--- src/rtl/spiwin_pkg.sv ---
package spiwin_pkg;
  localparam logic [7:0] OPCODE_READ = 8'h03;
  localparam logic [1:0] BURST_16    = 2'd3;

  typedef enum logic [1:0] {ST_IDLE, ST_SHIFT, ST_FIN, ST_RESP} winState_t;

  typedef struct packed {
    logic start;     // launch a flash transaction
    logic burst;     // launched transaction is a line fill
    logic step;      // serial clock falling: advance output shift
    logic capture;   // sample miso
    logic byteDone;  // a full data byte is assembled
    logic finish;    // transaction over, deliver data
    logic respHit;   // answer from the line buffer
    logic respZero;  // answer with zero (out of range)
  } dpStrobe_t;
endpackage

--- src/rtl/spiwin_ctrl.sv ---
module spiwin_ctrl
  import spiwin_pkg::*;
#(
  parameter int LINE_BYTES = 16,
  parameter int CMD_BITS   = 32
) (
  input  logic       clk,
  input  logic       rstN,
  input  logic       rdReq,
  input  logic       stallHost,
  input  logic       burstMode,
  input  logic       inRange,
  input  logic       lineHit,
  output dpStrobe_t  strb,
  output logic       busSclk,
  output logic       csActive,
  output logic       rdReady
);
  localparam int BURST_BITS  = CMD_BITS + 8 * LINE_BYTES;
  localparam int SINGLE_BITS = CMD_BITS + 8;
  localparam int CNT_W       = $clog2(BURST_BITS + 1);

  winState_t        state;
  logic             ph;
  logic [CNT_W-1:0] bitCnt;
  logic             burstLat;
  logic             accept;
  logic             fallEdge;
  logic [CNT_W-1:0] lastBit;

  assign accept   = (state == ST_IDLE) && rdReq && !stallHost;
  assign fallEdge = (state == ST_SHIFT) && ph;
  assign lastBit  = burstLat ? CNT_W'(BURST_BITS - 1) : CNT_W'(SINGLE_BITS - 1);

  always_comb begin
    strb          = '0;
    strb.start    = accept && inRange && !(burstMode && lineHit);
    strb.burst    = burstMode;
    strb.respHit  = accept && inRange && burstMode && lineHit;
    strb.respZero = accept && !inRange;
    strb.step     = fallEdge;
    strb.capture  = fallEdge && (bitCnt >= CNT_W'(CMD_BITS));
    strb.byteDone = fallEdge && (bitCnt >= CNT_W'(CMD_BITS)) && (bitCnt[2:0] == 3'b111);
    strb.finish   = (state == ST_FIN);
  end

  always_ff @(posedge clk or negedge rstN) begin
    if (!rstN) begin
      state    <= ST_IDLE;
      ph       <= 1'b0;
      bitCnt   <= '0;
      burstLat <= 1'b0;
    end else begin
      unique case (state)
        ST_IDLE: begin
          if (strb.start) begin
            state    <= ST_SHIFT;
            ph       <= 1'b0;
            bitCnt   <= '0;
            burstLat <= burstMode;
          end else if (strb.respHit || strb.respZero) begin
            state <= ST_RESP;
          end
        end
        ST_SHIFT: begin
          ph <= ~ph;
          if (ph) begin
            bitCnt <= bitCnt + 1'b1;
            if (bitCnt == lastBit) state <= ST_FIN;
          end
        end
        ST_FIN:  state <= ST_RESP;
        default: state <= ST_IDLE;
      endcase
    end
  end

  assign busSclk  = ph;
  assign csActive = (state == ST_SHIFT);
  assign rdReady  = (state == ST_RESP);

  // a stalled idle controller never launches a transaction
  assert_stall_holds_R7: assert property (@(posedge clk) disable iff (!rstN)
    (state == ST_IDLE && stallHost) |=> (state != ST_SHIFT));
  // the response strobe lasts one cycle
  assert_ready_pulse_R4: assert property (@(posedge clk) disable iff (!rstN)
    rdReady |=> !rdReady);
  // serial clock idles low outside a transaction
  assert_sclk_idle_R2: assert property (@(posedge clk) disable iff (!rstN)
    !csActive |-> !busSclk);
endmodule

--- src/rtl/spiwin_dp.sv ---
module spiwin_dp
  import spiwin_pkg::*;
#(
  parameter int ADDR_W     = 26,
  parameter int SLOT_W     = 24,
  parameter int UNIT_SHIFT = 19,
  parameter int TOTAL_W    = 8,
  parameter int DEV_W      = 6,
  parameter int LINE_BYTES = 16
) (
  input  logic                     clk,
  input  logic                     rstN,
  input  dpStrobe_t                strb,
  input  logic [ADDR_W-1:0]        rdAddr,
  input  logic [TOTAL_W-1:0]       totalUnits,
  input  logic [DEV_W-1:0]         devUnits,
  input  logic                     miso,
  input  logic                     csActive,
  output logic                     inRange,
  output logic                     lineHit,
  output logic                     mosi,
  output logic [(2**(ADDR_W-SLOT_W))-1:0] csN,
  output logic [7:0]               rdData
);
  localparam int CS_W     = ADDR_W - SLOT_W;
  localparam int NUM_CS   = 2 ** CS_W;
  localparam int OFF_LSB  = $clog2(LINE_BYTES);
  localparam int CMD_BITS = 8 + SLOT_W;

  logic [ADDR_W-1:0]         reqAddr;
  logic [CMD_BITS-1:0]       outShift;
  logic [7:0]                inShift;
  logic [7:0]                lineMem [LINE_BYTES];
  logic [OFF_LSB-1:0]        byteIdx;
  logic [7:0]                singleByte;
  logic                      lineValid;
  logic [ADDR_W-OFF_LSB-1:0] lineTag;
  logic                      burstReg;
  logic [7:0]                newByte;
  logic [SLOT_W-1:0]         fillAddr;
  logic [CS_W-1:0]           reqCs;

  assign inRange  = (int'(rdAddr >> UNIT_SHIFT) < int'(totalUnits)) &&
                    (int'(rdAddr[SLOT_W-1:0] >> UNIT_SHIFT) < int'(devUnits));
  assign lineHit  = lineValid && (lineTag == rdAddr[ADDR_W-1:OFF_LSB]);
  assign newByte  = {inShift[6:0], miso};
  assign fillAddr = strb.burst ? {rdAddr[SLOT_W-1:OFF_LSB], OFF_LSB'(0)} : rdAddr[SLOT_W-1:0];
  assign reqCs    = reqAddr[ADDR_W-1:SLOT_W];
  assign mosi     = outShift[CMD_BITS-1];

  for (genvar g = 0; g < NUM_CS; g++) begin : g_cs
    assign csN[g] = !(csActive && (reqCs == CS_W'(g)));
  end

  always_ff @(posedge clk) begin
    if (strb.byteDone && burstReg) lineMem[byteIdx] <= newByte;
  end

  always_ff @(posedge clk or negedge rstN) begin
    if (!rstN) begin
      reqAddr    <= '0;
      outShift   <= '0;
      inShift    <= '0;
      byteIdx    <= '0;
      singleByte <= '0;
      lineValid  <= 1'b0;
      lineTag    <= '0;
      burstReg   <= 1'b0;
      rdData     <= '0;
    end else begin
      if (strb.start) begin
        reqAddr  <= rdAddr;
        burstReg <= strb.burst;
        outShift <= {OPCODE_READ, fillAddr};
        byteIdx  <= '0;
        if (strb.burst) lineValid <= 1'b0;
      end
      if (strb.step)    outShift <= outShift << 1;
      if (strb.capture) inShift  <= newByte;
      if (strb.byteDone) begin
        byteIdx    <= byteIdx + 1'b1;
        singleByte <= newByte;
      end
      if (strb.finish) begin
        if (burstReg) begin
          lineValid <= 1'b1;
          lineTag   <= reqAddr[ADDR_W-1:OFF_LSB];
          rdData    <= lineMem[reqAddr[OFF_LSB-1:0]];
        end else begin
          rdData <= singleByte;
        end
      end
      if (strb.respHit)  rdData <= lineMem[rdAddr[OFF_LSB-1:0]];
      if (strb.respZero) rdData <= '0;
    end
  end

  // never two devices selected together
  assert_cs_onehot_R8: assert property (@(posedge clk) disable iff (!rstN)
    $onehot0(~csN));
  // selects stay high at least two clocks after a transaction
  assert_cs_gap_R8: assert property (@(posedge clk) disable iff (!rstN)
    ($past(csN) != '1 && csN == '1) |=> (csN == '1));
  // out-of-range answer is zero
  assert_zero_data_R3: assert property (@(posedge clk) disable iff (!rstN)
    strb.respZero |=> (rdData == 8'h00));
  // a buffer hit touches no chip select
  assert_hit_quiet_R5: assert property (@(posedge clk) disable iff (!rstN)
    strb.respHit |=> (csN == '1));
endmodule

--- src/rtl/spiwin_top.sv ---
module spiwin_top
  import spiwin_pkg::*;
#(
  parameter int ADDR_W     = 26,
  parameter int SLOT_W     = 24,
  parameter int UNIT_SHIFT = 19,
  parameter int TOTAL_W    = 8,
  parameter int DEV_W      = 6,
  parameter int LINE_BYTES = 16
) (
  input  logic                 clk,
  input  logic                 rstN,
  input  logic [ADDR_W-1:0]    rdAddr,
  input  logic                 rdReq,
  output logic                 rdReady,
  output logic [7:0]           rdData,
  input  logic [TOTAL_W-1:0]   totalUnits,
  input  logic [DEV_W-1:0]     devUnits,
  input  logic [1:0]           burstCfg,
  input  logic                 stallHost,
  output logic                 sclk,
  output logic [(2**(ADDR_W-SLOT_W))-1:0] csN,
  output logic                 mosi,
  input  logic                 miso
);
  dpStrobe_t strb;
  logic      inRange;
  logic      lineHit;
  logic      csActive;

  spiwin_ctrl #(.LINE_BYTES(LINE_BYTES), .CMD_BITS(8 + SLOT_W)) i_ctrl (
    .clk       (clk),
    .rstN      (rstN),
    .rdReq     (rdReq),
    .stallHost (stallHost),
    .burstMode (burstCfg == BURST_16),
    .inRange   (inRange),
    .lineHit   (lineHit),
    .strb      (strb),
    .busSclk   (sclk),
    .csActive  (csActive),
    .rdReady   (rdReady)
  );

  spiwin_dp #(
    .ADDR_W(ADDR_W), .SLOT_W(SLOT_W), .UNIT_SHIFT(UNIT_SHIFT),
    .TOTAL_W(TOTAL_W), .DEV_W(DEV_W), .LINE_BYTES(LINE_BYTES)
  ) i_dp (
    .clk        (clk),
    .rstN       (rstN),
    .strb       (strb),
    .rdAddr     (rdAddr),
    .totalUnits (totalUnits),
    .devUnits   (devUnits),
    .miso       (miso),
    .csActive   (csActive),
    .inRange    (inRange),
    .lineHit    (lineHit),
    .mosi       (mosi),
    .csN        (csN),
    .rdData     (rdData)
  );
endmodule

--- config.mk ---
export PLATFORM = sky130hd
export DESIGN_NAME = spiwin_top
export DESIGN_NICKNAME = d
export VERILOG_FILES = /design/src/rtl/spiwin_pkg.sv /design/src/rtl/spiwin_ctrl.sv /design/src/rtl/spiwin_dp.sv /design/src/rtl/spiwin_top.sv
export SDC_FILE = /design/constraint.sdc
export NUM_CORES = 1
export LEC_CHECK = 0
export ABC_AREA = 1
export BUFFER_PORTS_ARGS = -buffer_cell sky130_fd_sc_hd__buf_2
export CAP_MARGIN = 20
export CORE_ASPECT_RATIO = 1.2
export CORE_UTILIZATION = 40
export DETAILED_ROUTE_END_ITERATION = 10
export GPL_ROUTABILITY_DRIVEN = 0
export RECOVER_POWER = 50
export SLEW_MARGIN = 10
export SYNTH_ARGS = -nofsm -noshare
export SYNTH_HDL_FRONTEND = slang
export SYNTH_SLANG_ARGS = --single-unit
--- constraint.sdc ---
create_clock -name clk -period 3.45 [get_ports clk]
set_clock_uncertainty 0.05 [all_clocks]
set_input_delay 0.1725 -clock clk [delete_from_list [all_inputs] [get_ports clk]]
set_output_delay 0.1725 -clock clk [all_outputs]
set_load 0.005 [all_outputs]
# == After elaboration in Yosys (flattened, before gate mapping) ==
# Memory sizes are Yosys's and may differ from the RTL's.
# Index checks and enable logic that the tools add are counted.
# totals
out_inout_bits,15
ff_bits,121
inputBits,47
ramBits,128
n_memories,1
wordCells,97
# memory_table
name,words,width,read_ports,rd_clocked_by_memory_dff,write_ports,line_no,rtl
i_dp.lineMem,16,8,2,0,1,spiwin_dp.sv:33,logic [7:0] lineMem [LINE_BYTES];
# op_classes
n_reduce_logical,37
eq_ne,14
addsub,2
n_bitwise,1
n_mux,26
magnitude_cmp,3
# op_table
op,n
$mux 32,2
$mux 8,7
$eq 22x22->1,1
$logic_and 1x1->1,18
$pmux 8 s2,1
$mux 4,3
$eq 2x2->1 const B,5
$add 8x1->8 const B,1
$eq 8x8->1,1
$ge 8x6->1 const B,1
$lt 7x8->1,1
$mux 2,4
$logic_not 1->1,7
$mux 1,7
$lt 5x6->1,1
$pmux 2 s3,1
$reduce_and 2->1,3
$reduce_and 3->1,2
$reduce_bool 2->1,3
$add 4x1->4 const B,1
$eq 2x1->1 const B,2
$logic_not 2->1,2
$ne 2x2->1 const B,2
$eq 3x3->1 const B,1
6 further kinds,6

# == Logic depth before layout (Yosys ltp) ==
# Gate-level depths: netlist of the first run.
# logic_depth
depth_word,10
mapped_depth,15
mapped_depth_nobuf,14

# == Cells and area by module ==
# A second synthesis of the first run with hierarchy kept.
# hier_totals
hier_cells,1430
hier_area_um2,12298.0
# modules_own_cells
mod,n_inst,cells_per_inst,area_per_inst_um2,seq_area_each_um2
spiwin_dp,1,1309,11410.9,6571.3
spiwin_ctrl,1,119,879.6,300.3
spiwin_top,1,2,7.5,0.0

# == Least setup slack after synthesis of the first run ==
# OpenSTA, ideal clock, no wires.
# synth_path
path_kind,reg2reg
startpoint,reg i_ctrl.state[1]
endpoint,"mem i_dp.lineMem[0][0], enable pin"
setup_ns,0.370
slack_ns,1.201
period_less_slack_ns,2.249
required_ns,3.030
arrival_ns,1.828
stages_incl_launch_ff,9
cell_sequence,dfrtp_1 > inv_1 > ha_1 > nand2_1 > a21oi_4 > nand2_4 > nor2_1 > nand2_1 > nor2_1
# synth_via
elab_chain_len,7
# synth_rtl
item,line_no,rtl
from (decl),spiwin_ctrl.sv:23,winState_t state;
from (signal assigned),spiwin_ctrl.sv:49,state <= ST_IDLE;
from (signal assigned),spiwin_ctrl.sv:57,state <= ST_SHIFT;
from (signal assigned),spiwin_ctrl.sv:62,state <= ST_RESP;
$eq 2x1->1,spiwin_ctrl.sv:32,assign fallEdge = (state == ST_SHIFT) && ph;
$logic_and 1x1->1,spiwin_ctrl.sv:32,
$logic_and 1x1->1 (2 in a row),spiwin_ctrl.sv:43,strb.byteDone = fallEdge && (bitCnt >= CNT_W'(CMD_BITS)) && (bitCnt[2:0] == 3'b111);
$logic_and 1x1->1,spiwin_dp.sv:56,if (strb.byteDone && burstReg) lineMem[byteIdx] <= newByte;
$mux 1,spiwin_dp.sv:56,
$mux 1 (implied by the code),spiwin_dp.sv:56,
to (decl),spiwin_dp.sv:33,
# No other way between the ends.

# == Final worst setup path of the first run ==
# layout_path
startpoint,reg i_ctrl.state[1]
endpoint,"mem i_dp.lineMem[10][7], enable pin"
# Same word-level chain as after synthesis.

==> results.cfg, run 1 <==
[power]
p_per_area_nw_per_um2 = 676
p_leak_nw = 6.51
peakVddDrop_uv = 453

[run_status]
violations = max-capacitance violations, max-slew violations
status = complete, but fails checks

[worst_setup_path]
arrival_ps = 2730
cp.required_ps = 3570
rrSetupSlack_ps = 850
path_class = reg -> reg
crit_fanout = 19
reg2reg_depth = 8
cp-start-kind = flip-flop
critPathCaptureType = flip-flop

[sta]
setup_slack_ps = 847
hold_slack_ps = 19.7
hold_violations = 0
grt_setup_unrepaired = false
fin_setup_tns_ps = 0
slew_viol_final = 59
fin_crit_sh_pct = 75.4
finalCriticalPeriod_ps = 2600
fmaxAchievable_mhz = 384
tightest_slew_ps = 1530
relSlewSlack_pct = -2.08
setup_viol = 0

[floorplan]
io_pins = 62
fp.dieH_um = 197
rows = 71
start_util_pct = 40.6
dieArea_um2 = 32400
coreArea_um2 = 31300
die_w_um = 165

[clock_tree]
cts_made_buffers = 26
post-cts-setup-buffers = 0
cts.clk_slew.worst_paths_ps = 60
insertion_delay_ps = 540
clock-root-buffer = clkbuf_16
cts_tree = yes
clock_sinks = 249
clockBufferDepth = 3
htree_num_levels = 1

[worst_hold_path]
hold_depth = 4
hold_class = in -> reg

[routing]
firstDrtPassIters = 6
wl_per_cell_um = 16.4
ant_nets = 0
vias_per_cell = 5.19
vias = 10300
drc = 0
drt_wl_total_um = 32500
dr.first_iter.drc_count = 744

[logic_synthesis]
post_synth.cell_area_avg_um2 = 8.55
ys_seq_area_share_pct = 54.2
synth_cells = 1484
synth_edf_count = 128
synthFlopType = edfxtp_1
synth_area_um2 = 12700
yosys_warnings = 0
yosysUniqueCellTypes = 37
ys_ff_latch = 249
synthArstFlopShare_pct = 48.6
synth_fp_nets = 1552

[finish]
fill_cells = 3032
drive_gt1_share_pct = 10.1
syn2layout_area_growth_pct = 14.3
antenna_cells = 0
fin_nets = 1628
design_area_um2 = 14500

[grt]
grt_start_max_net_pins = 74
grt_overflow = 0
grt_util_all_layers_pct = 20.7
antenna_found_initial = 0
grt_pass1_wl_um = 52600
grt_pass1_vias = 9907

[placement]
postPlaceCellArea_um2 = 13500
port_buffers = 61
dp_worst_setup_slack_ps = 817
place_hpwl_um = 22300

[flow_run]
drv_cap = 1
## where the power goes
part | internal, mW | switching, mW
registers | 3.65 | 0.425
logic | 1.08 | 1.99
clock network | 1.52 | 1.13
total | 6.25 | 3.55
## kinds of logic after synthesis
family,count (synthesis),synth area share (%)
and+or+nand+nor,601,19.9
AOI/OAI and AO/OA,327,14.7
buffers and inverters,282,8.91
DFF,249,54.2
adders and majority gates,21,2.07
xor gates and xnor gates,4,0.276
## layer usage
layer,wire length (µm),vias to the layer above,GRT usage [%]
met4,1180,0,7.99
met5,0,-,0
met3,1820,76,2.90
met2,15300,290,33.5
li1,-,5078,-
met1,14300,4840,28.0
## area by class of cell
type | instances | area [µm²] | area share, %
clock buffers | 36 | 718 | 4.95
clock inverters | 11 | 86.3 | 0.595
inverters | 211 | 792 | 5.46
multi-input cells | 953 | 4690 | 32.4
flip-flops and latches | 249 | 6880 | 47.4
well taps | 401 | 502 | 3.46
repair buffers | 119 | 833 | 5.75
## stage by stage
stage | power, mW | utilization [%] | instances
global placement | 7.12 | 43.1 | 1909
detailed placement | 7.18 | 43.1 | 1909
floorplan | 6.22 | - | 1484
finish | 9.80 | 46.4 | 1980
global route | 10.5 | 46.4 | 1980
CTS | 9.89 | 46.4 | 1980
## worst max-delay path, stage by stage (launching register included)
cell and delay (ps):
dfrtp_1 410, inv_1 100, ha_1 190, nand2_2 80, a21oi_4 310, nand2_4 210
nor2_1 230, nand2_1 150, nor2_1 520
## Yosys cell counts (all sizes together) (7+ instances only)
| master | instances | area share [%] |
|---|---|---|
| a21oi | 70 | 2.9 |
| clkbuf | 35 | 1.0 |
| nand3 | 133 | 5.2 |
| nor2 | 71 | 2.3 |
| o21ai | 187 | 7.7 |
| inv | 206 | 6.1 |
| nand4 | 7 | 0.35 |
| o22ai | 8 | 0.39 |
| edfxtp | 128 | 30 |
| buf | 36 | 1.6 |
| ha | 21 | 2.1 |
| o211ai | 57 | 3.4 |
| nand2 | 380 | 11 |
| dfrtp | 121 | 24 |
## repair_timing
item / in CTS / in global routing
hold endpoints to repair: 96 / 0
hold buffers: 24 / 0
resized for setup: 0 / 0
## placed cells by master, fill, tap and decap left out, types with 21 or more instances in the layout
master	n
ha_1	21
nand2_1	372
o211ai_1	57
o21ai_0	149
nand3_1	133
buf_2	53
o21ai_1	28
nor2_1	66
buf_4	32
clkbuf_16	26
edfxtp_1	128
dlygate4sd3_1	24
a21oi_1	68
inv_1	199
dfrtp_1	120
## path summary, 6_finish.rpt
kind,from,endpoint
max,i_ctrl.state[1],i_dp.lineMem[10][7]
min,burstCfg[1],i_dp.outShift[0]
max reg2reg,i_ctrl.state[1],i_dp.lineMem[10][7]
min reg2reg,i_dp.singleByte[5],i_dp.singleByte[5]
max in group asynchronous,rstN,i_dp.reqAddr[0]
min in group asynchronous,rstN,i_dp.lineTag[13]
## flip-flops by register name (all words and copies together) (netlist names), 2 cells and up
name             flops
i_ctrl.state         2
i_dp.lineMem       128
i_ctrl.bitCnt        8
i_dp.rdData          8
i_dp.byteIdx         4
i_dp.inShift         7
i_dp.reqAddr        26
i_dp.singleByte      8
i_dp.lineTag        22
i_dp.outShift       32
No activity file was read; power rests on OpenSTA's default activity.
==> run 2, diff against run 1 <==
Settings changed: ABC_AREA 1 to 0.
Clock period 3.45 ns to 2.4 ns, I/O delays scaled along.
==> run 2 against run 1 <==
Worst setup slack got worse by 820 ps. Sequential cell count unchanged. Global-route usage fell by 0.92 points. Highest routed layer unchanged. Synthesized area shrank 7.5%. The run now ends clean. Hold slack gained 10 ps. Fmax is 9.8% higher. Largest cell class unchanged. Routed wire length fell by 11%. Sequential power is 57% higher. Sequential share of layout area up 0.42 points.
==> results.cfg, run 2 <==
[routing]
dr.first_iter.drc_count = 562
wl_per_cell_um = 21.1
drt_wl_total_um = 28900
vias = 7517
firstDrtPassIters = 7
vias_per_cell = 5.49
drc = 0
ant_nets = 0

[placement]
place_hpwl_um = 19800
postPlaceCellArea_um2 = 13000
dp_worst_setup_slack_ps = -289
port_buffers = 61

[worst_hold_path]
holdPathEnd = i_dp.outShift[0]
hold_start = rdAddr[0]
hold_depth = 4
hold_class = in -> reg

[clock_tree]
clock-root-buffer = clkbuf_16
clockBufferDepth = 3
cts_made_buffers = 27
cts_tree = yes
cts.clk_slew.worst_paths_ps = 60
clock_sinks = 249
htree_num_levels = 1
insertion_delay_ps = 540

[power]
p_per_area_nw_per_um2 = 1040
p_leak_nw = 5.72
peakVddDrop_uv = 605

[logic_synthesis]
synth_commonest_cells = edfxtp_1, dfrtp_1, nand2_1
yosysTopAreaCell = edfxtp_1
synthFlopType = edfxtp_1
synthMostInstantiatedCell = edfxtp_1
ys_seq_area_share_pct = 58.6
ys_ff_latch = 249
post_synth.cell_area_avg_um2 = 14.3
synth_edf_count = 128
synth_cells = 823
yosys_warnings = 0
synth_fp_nets = 891
synth_area_um2 = 11700
ys_top_cells_by_area = edfxtp_1, dfrtp_1, mux4_2
synth.top_cell.area_share_pct = 32.8
yosysUniqueCellTypes = 50
synthArstFlopShare_pct = 48.6

[grt]
grt_start_max_net_pins = 50
grt_util_all_layers_pct = 19.8
grt_overflow = 0
grt_pass1_wl_um = 44600
grt_pass1_vias = 7518
antenna_found_initial = 0

[finish]
fill_cells = 2464
mostFrequentLayoutCell = edfxtp_1
largest_reg_flops = 128
final_cell_mix = edfxtp_1, dfrtp_1, nand2_1
design_area_um2 = 14400
fin_nets = 1032
drive_gt1_share_pct = 34.3
finalCoreUtilization_pct = 49.8
largest_registers = i_dp.lineMem (128), i_dp.outShift (32), i_dp.reqAddr (26)
syn2layout_area_growth_pct = 22.5
antenna_cells = 0
top_register = i_dp.lineMem

[worst_setup_path]
r2r-start = i_ctrl.state[0]
cp.required_ps = 2780
reg2reg_to = i_dp.rdData[4]
reg2reg_depth = 9
critPathCaptureType = flip-flop
crit_fanout = 5
path_class = reg -> reg
cp-start-kind = flip-flop
rrSetupSlack_ps = 30
arrival_ps = 2750

[sta]
slew_viol_final = 0
setup_viol = 0
finalCriticalPeriod_ps = 2370
relSlewSlack_pct = 28.4
setup_slack_ps = 30.4
hold_slack_ps = 30.1
fin_setup_tns_ps = 0
grt_setup_unrepaired = true
hold_violations = 0
fin_crit_sh_pct = 98.7
tightest_slew_ps = 1070
fmaxAchievable_mhz = 422

[floorplan]
dieArea_um2 = 30000
die_w_um = 158
io_pins = 62
coreArea_um2 = 28800
rows = 68
start_util_pct = 40.7
fp.dieH_um = 190

[flow_run]
drv_cap = 0

[run_status]
status = finished, final reports clean
-- run 2: area by class of cell --
| class | count | area [µm²] | share of cell area [%] |
|---|---|---|---|
| Sequential cell | 249 | 6870 | 47.8 |
| Multi-Input combinational cell | 507 | 4810 | 33.4 |
| Timing Repair Buffer | 157 | 1240 | 8.64 |
| Clock buffer | 38 | 768 | 5.35 |
| Tap cell | 385 | 482 | 3.35 |
| Clock inverter | 12 | 114 | 0.792 |
| Inverter | 22 | 85.1 | 0.592 |
-- run 2: worst max path at each step --
| stage | from | endpoint | slack [ps] |
|---|---|---|---|
| global route | i_ctrl.state[1] | i_dp.rdData[2] | -30 |
| finish | i_ctrl.state[0] | i_dp.rdData[4] | 30 |
| CTS | i_ctrl.state[1] | i_dp.lineMem[3][6] | -110 |
| global placement | rdAddr[21] | i_dp.rdData[6] | -260 |
| detailed placement | rdAddr[21] | i_dp.rdData[3] | -290 |
| floorplan | i_ctrl.state[1] | i_dp.lineMem[12][0] | -120 |
-- run 2: timing repair --
| action | CTS | global route |
|---|---|---|
| endpoints found under the setup margin | 102 | 146 |
| buffers inserted | 2 | 2 |
| pin swaps | 3 | 6 |
| hold endpoints to repair | 173 | 0 |
| gates resized for setup | 21 | 30 |
| hold buffers | 28 | 0 |
-- run 2: where the power goes --
group          leakage [nW]  switching, mW  internal (mW)
Sequential             2.71          0.819           5.57
Combinational          2.58           2.15           2.32
Clock                 0.426           1.68           2.44
-- run 2: metrics by stage --
stage | instances | power (mW)
detailed placement | 1288 | 10.8
CTS | 1368 | 15.0
floorplan | 823 | 9.14
global route | 1370 | 15.8
finish | 1370 | 15.0
global placement | 1288 | 10.7
-- run 2: cell families after synthesis --
| kind of cell | after synthesis | synth area share, % |
|---|---|---|
| AOI/OAI and AO/OA | 88 | 4.68 |
| xor gates and xnor gates | 23 | 1.72 |
| adders and majority gates | 21 | 2.24 |
| buffers and inverters | 67 | 2.30 |
| DFF | 249 | 58.6 |
| muxes | 160 | 22.0 |
| and+or+nand+nor | 215 | 8.48 |
-- run 2: per-layer routing --
metal / routed length, µm / global-route usage (%) / up-vias
met4: 691 / 5.44 / 0
met3: 1660 / 2.73 / 49
met1: 12100 / 26.7 / 3798
li1: - / - / 3410
met5: 0 / 0 / -
met2: 14400 / 33.2 / 260
-- run 2: critical path, stage by stage (launching register included) --
cell	delay, ps
dfrtp_1	390
buf_6	130
inv_4	50
ha_4	120
nand3b_1	150
or4_4	590
nor2_4	120
buf_6	150
mux2_2	330
a22o_1	180
==> run 3, diff against run 2 <==
--- a/config.mk
+++ b/config.mk
@@ -7,3 +7,3 @@
 export LEC_CHECK = 0
-export ABC_AREA = 0
+export ABC_AREA = 1
 export BUFFER_PORTS_ARGS = -buffer_cell sky130_fd_sc_hd__buf_2
==> constraint.sdc (replaced) <==
create_clock -name clk -period 2.4 [get_ports clk]
set_clock_uncertainty 0.05 [all_clocks]
set_input_delay 0.36 -clock clk [delete_from_list [all_inputs] [get_ports clk]]
set_output_delay 0.36 -clock clk [all_outputs]
set_load 0.005 [all_outputs]
==> run 3 against run 2 <==
Design area rose by 0.91%. Combinational power rose by 5.2%. First-iteration DRC count rose by 50%. Utilization fell by 3.4 points. Critical path depth did not move. Sequential share of layout area fell by 0.42 points. Critical path type unchanged. Power fell by 3.8%. Critical endpoint is now i_dp.lineMem[9][7]. Sequential cell count did not move. Largest cell class unchanged. Non-clock buffer count fell by 42. Worst setup slack improved by 190 ps.
==> results.cfg, run 3 (synthesis gave the netlist of run 1 again) <==
[clock_tree]
clock_sinks = 249
cts_resized = 0
post-cts-setup-buffers = 0
cts_made_buffers = 26
insertion_delay_ps = 550
htree_num_levels = 1
clockBufferDepth = 3
clock-root-buffer = clkbuf_16
cts.clk_slew.worst_paths_ps = 70
cts_tree = yes

[power]
clock_power_share_pct = 27.4
p_leak_nw = 6.54
pwr-share-comb_pct = 32.5
peakVddDrop_uv = 609
swShare_pct = 36.2
p_per_area_nw_per_um2 = 994
p_seq_share_pct = 40.1
total_power_mw = 14.4
switchingPower_mw = 5.22
p_int_mw = 9.19

[finish]
largest_registers = i_dp.lineMem (128), i_dp.outShift (32), i_dp.reqAddr (26)
final-seq-area_um2 = 6880
antenna_cells = 0
drive_gt1_share_pct = 11.5
multiInputGateArea_um2 = 4690
final_cell_mix = nand2_1, inv_1, o21ai_0
largest_reg_flops = 128
fin_nets = 1624
mostFrequentLayoutCell = nand2_1
design_area_um2 = 14500
top_register = i_dp.lineMem
syn2layout_area_growth_pct = 14.3
fill_cells = 3032

[worst_setup_path]
rrSetupSlack_ps = 220
cp.required_ps = 2600
crit_fanout = 7
arrival_ps = 2380
worst-path-buf-inv = 2
path_class = reg -> reg
critPathTopFamily = simple AND/OR/NAND/NOR gates
crit_chain = inv_1, ha_1, nand2_1, a21oi_4, nand2_4, nor2_1, nand2_1, nor2_1, buf_4
cp_slowest_stage_delay_ps = 410
critPathCaptureType = flip-flop
cp-start-kind = flip-flop
cp_slowest_cell = dfrtp_1

[placement]
port_buffers = 61
place_hpwl_um = 23100
dp_worst_setup_slack_ps = 134
postPlaceCellArea_um2 = 13700

[floorplan]
fp.dieH_um = 197
dieArea_um2 = 32400
io_pins = 62
start_util_pct = 40.6
coreArea_um2 = 31300
rows = 71
die_w_um = 165

[grt]
antenna_found_initial = 0
grt_start_max_net_pins = 56
grt_util_all_layers_pct = 21.2
grt_pass1_vias = 9860
grt_overflow = 0
grt_pass1_wl_um = 53400

[sta]
fin_crit_sh_pct = 90.7
setup_slack_ps = 224
grt_setup_unrepaired = false
setup_viol = 0
fin_setup_tns_ps = 0
hold_violations = 0
finalCriticalPeriod_ps = 2180
relSlewSlack_pct = 31.1
slew_viol_final = 0
tightest_slew_ps = 1030
fmaxAchievable_mhz = 459

[routing]
vias = 10200
ant_nets = 0
drt_wl_total_um = 33200
wl_per_cell_um = 16.8
vias_per_cell = 5.17
dr.first_iter.drc_count = 844
firstDrtPassIters = 5
drc = 0

[worst_hold_path]
hold_class = in -> reg

[flow_run]
drv_cap = 0

[run_status]
status = finished, final reports clean
run 3: timing repair:
action,in CTS,in global routing
hold endpoints to repair,30,0
hold buffers,1,0
endpoints found under the setup margin,0,0
run 3: final cells by class:
type	instances	share of cell area, %
Inverter	211	5.46
Timing Repair Buffer	115	5.53
Clock inverter	11	0.647
Sequential cell	249	47.4
Tap cell	401	3.46
Clock buffer	37	5.13
Multi-Input combinational cell	953	32.4
run 3: metal layers:
metal  up-vias  track usage [%]  share of wire (%)
met5         -                0                  0
met1      4836             28.8                 44
met2       266             35.3                 48
met3        54             2.71                5.4
met4         0             5.74                2.2
li1       5060                -                  -
run 3: metrics by stage:
stage,utilization [%],hold WS [ps],instances
global route,46.4,43.3,1977
CTS,46.5,15.8,1977
floorplan,-,14.4,1484
finish,46.4,33.0,1977
detailed placement,43.8,305,1928
global placement,43.8,299,1928
run 3: path summary, 6_finish.rpt:
kind                                    start            endpoint  depth (start not counted)
min reg2reg                i_dp.singleByte[0]  i_dp.singleByte[0]                          2
min                                 rdAddr[6]     i_dp.reqAddr[6]                          3
max                           i_ctrl.state[1]  i_dp.lineMem[9][7]                          9
min in group asynchronous                rstN    i_dp.lineTag[13]                          2
max in group asynchronous                rstN   i_dp.outShift[24]                          3
max reg2reg                   i_ctrl.state[1]  i_dp.lineMem[9][7]                          9
run 3: power by group through the flow:
| stage | clock network (mW) | registers, mW | logic (mW) |
|---|---|---|---|
| after CTS | 4.04 | 5.77 | 4.72 |
| after floorplan | 0 | 5.63 | 3.32 |
| after global routing | 4.19 | 5.87 | 5.34 |
| final | 3.95 | 5.77 | 4.69 |
| after detailed placement | 0 | 5.85 | 4.69 |
| after global placement | 0 | 5.84 | 4.58 |
run 3: worst min-delay path, cell delays in order:
cell	delay (ps)
buf_2	130
nand2_1	70
o21ai_2	50
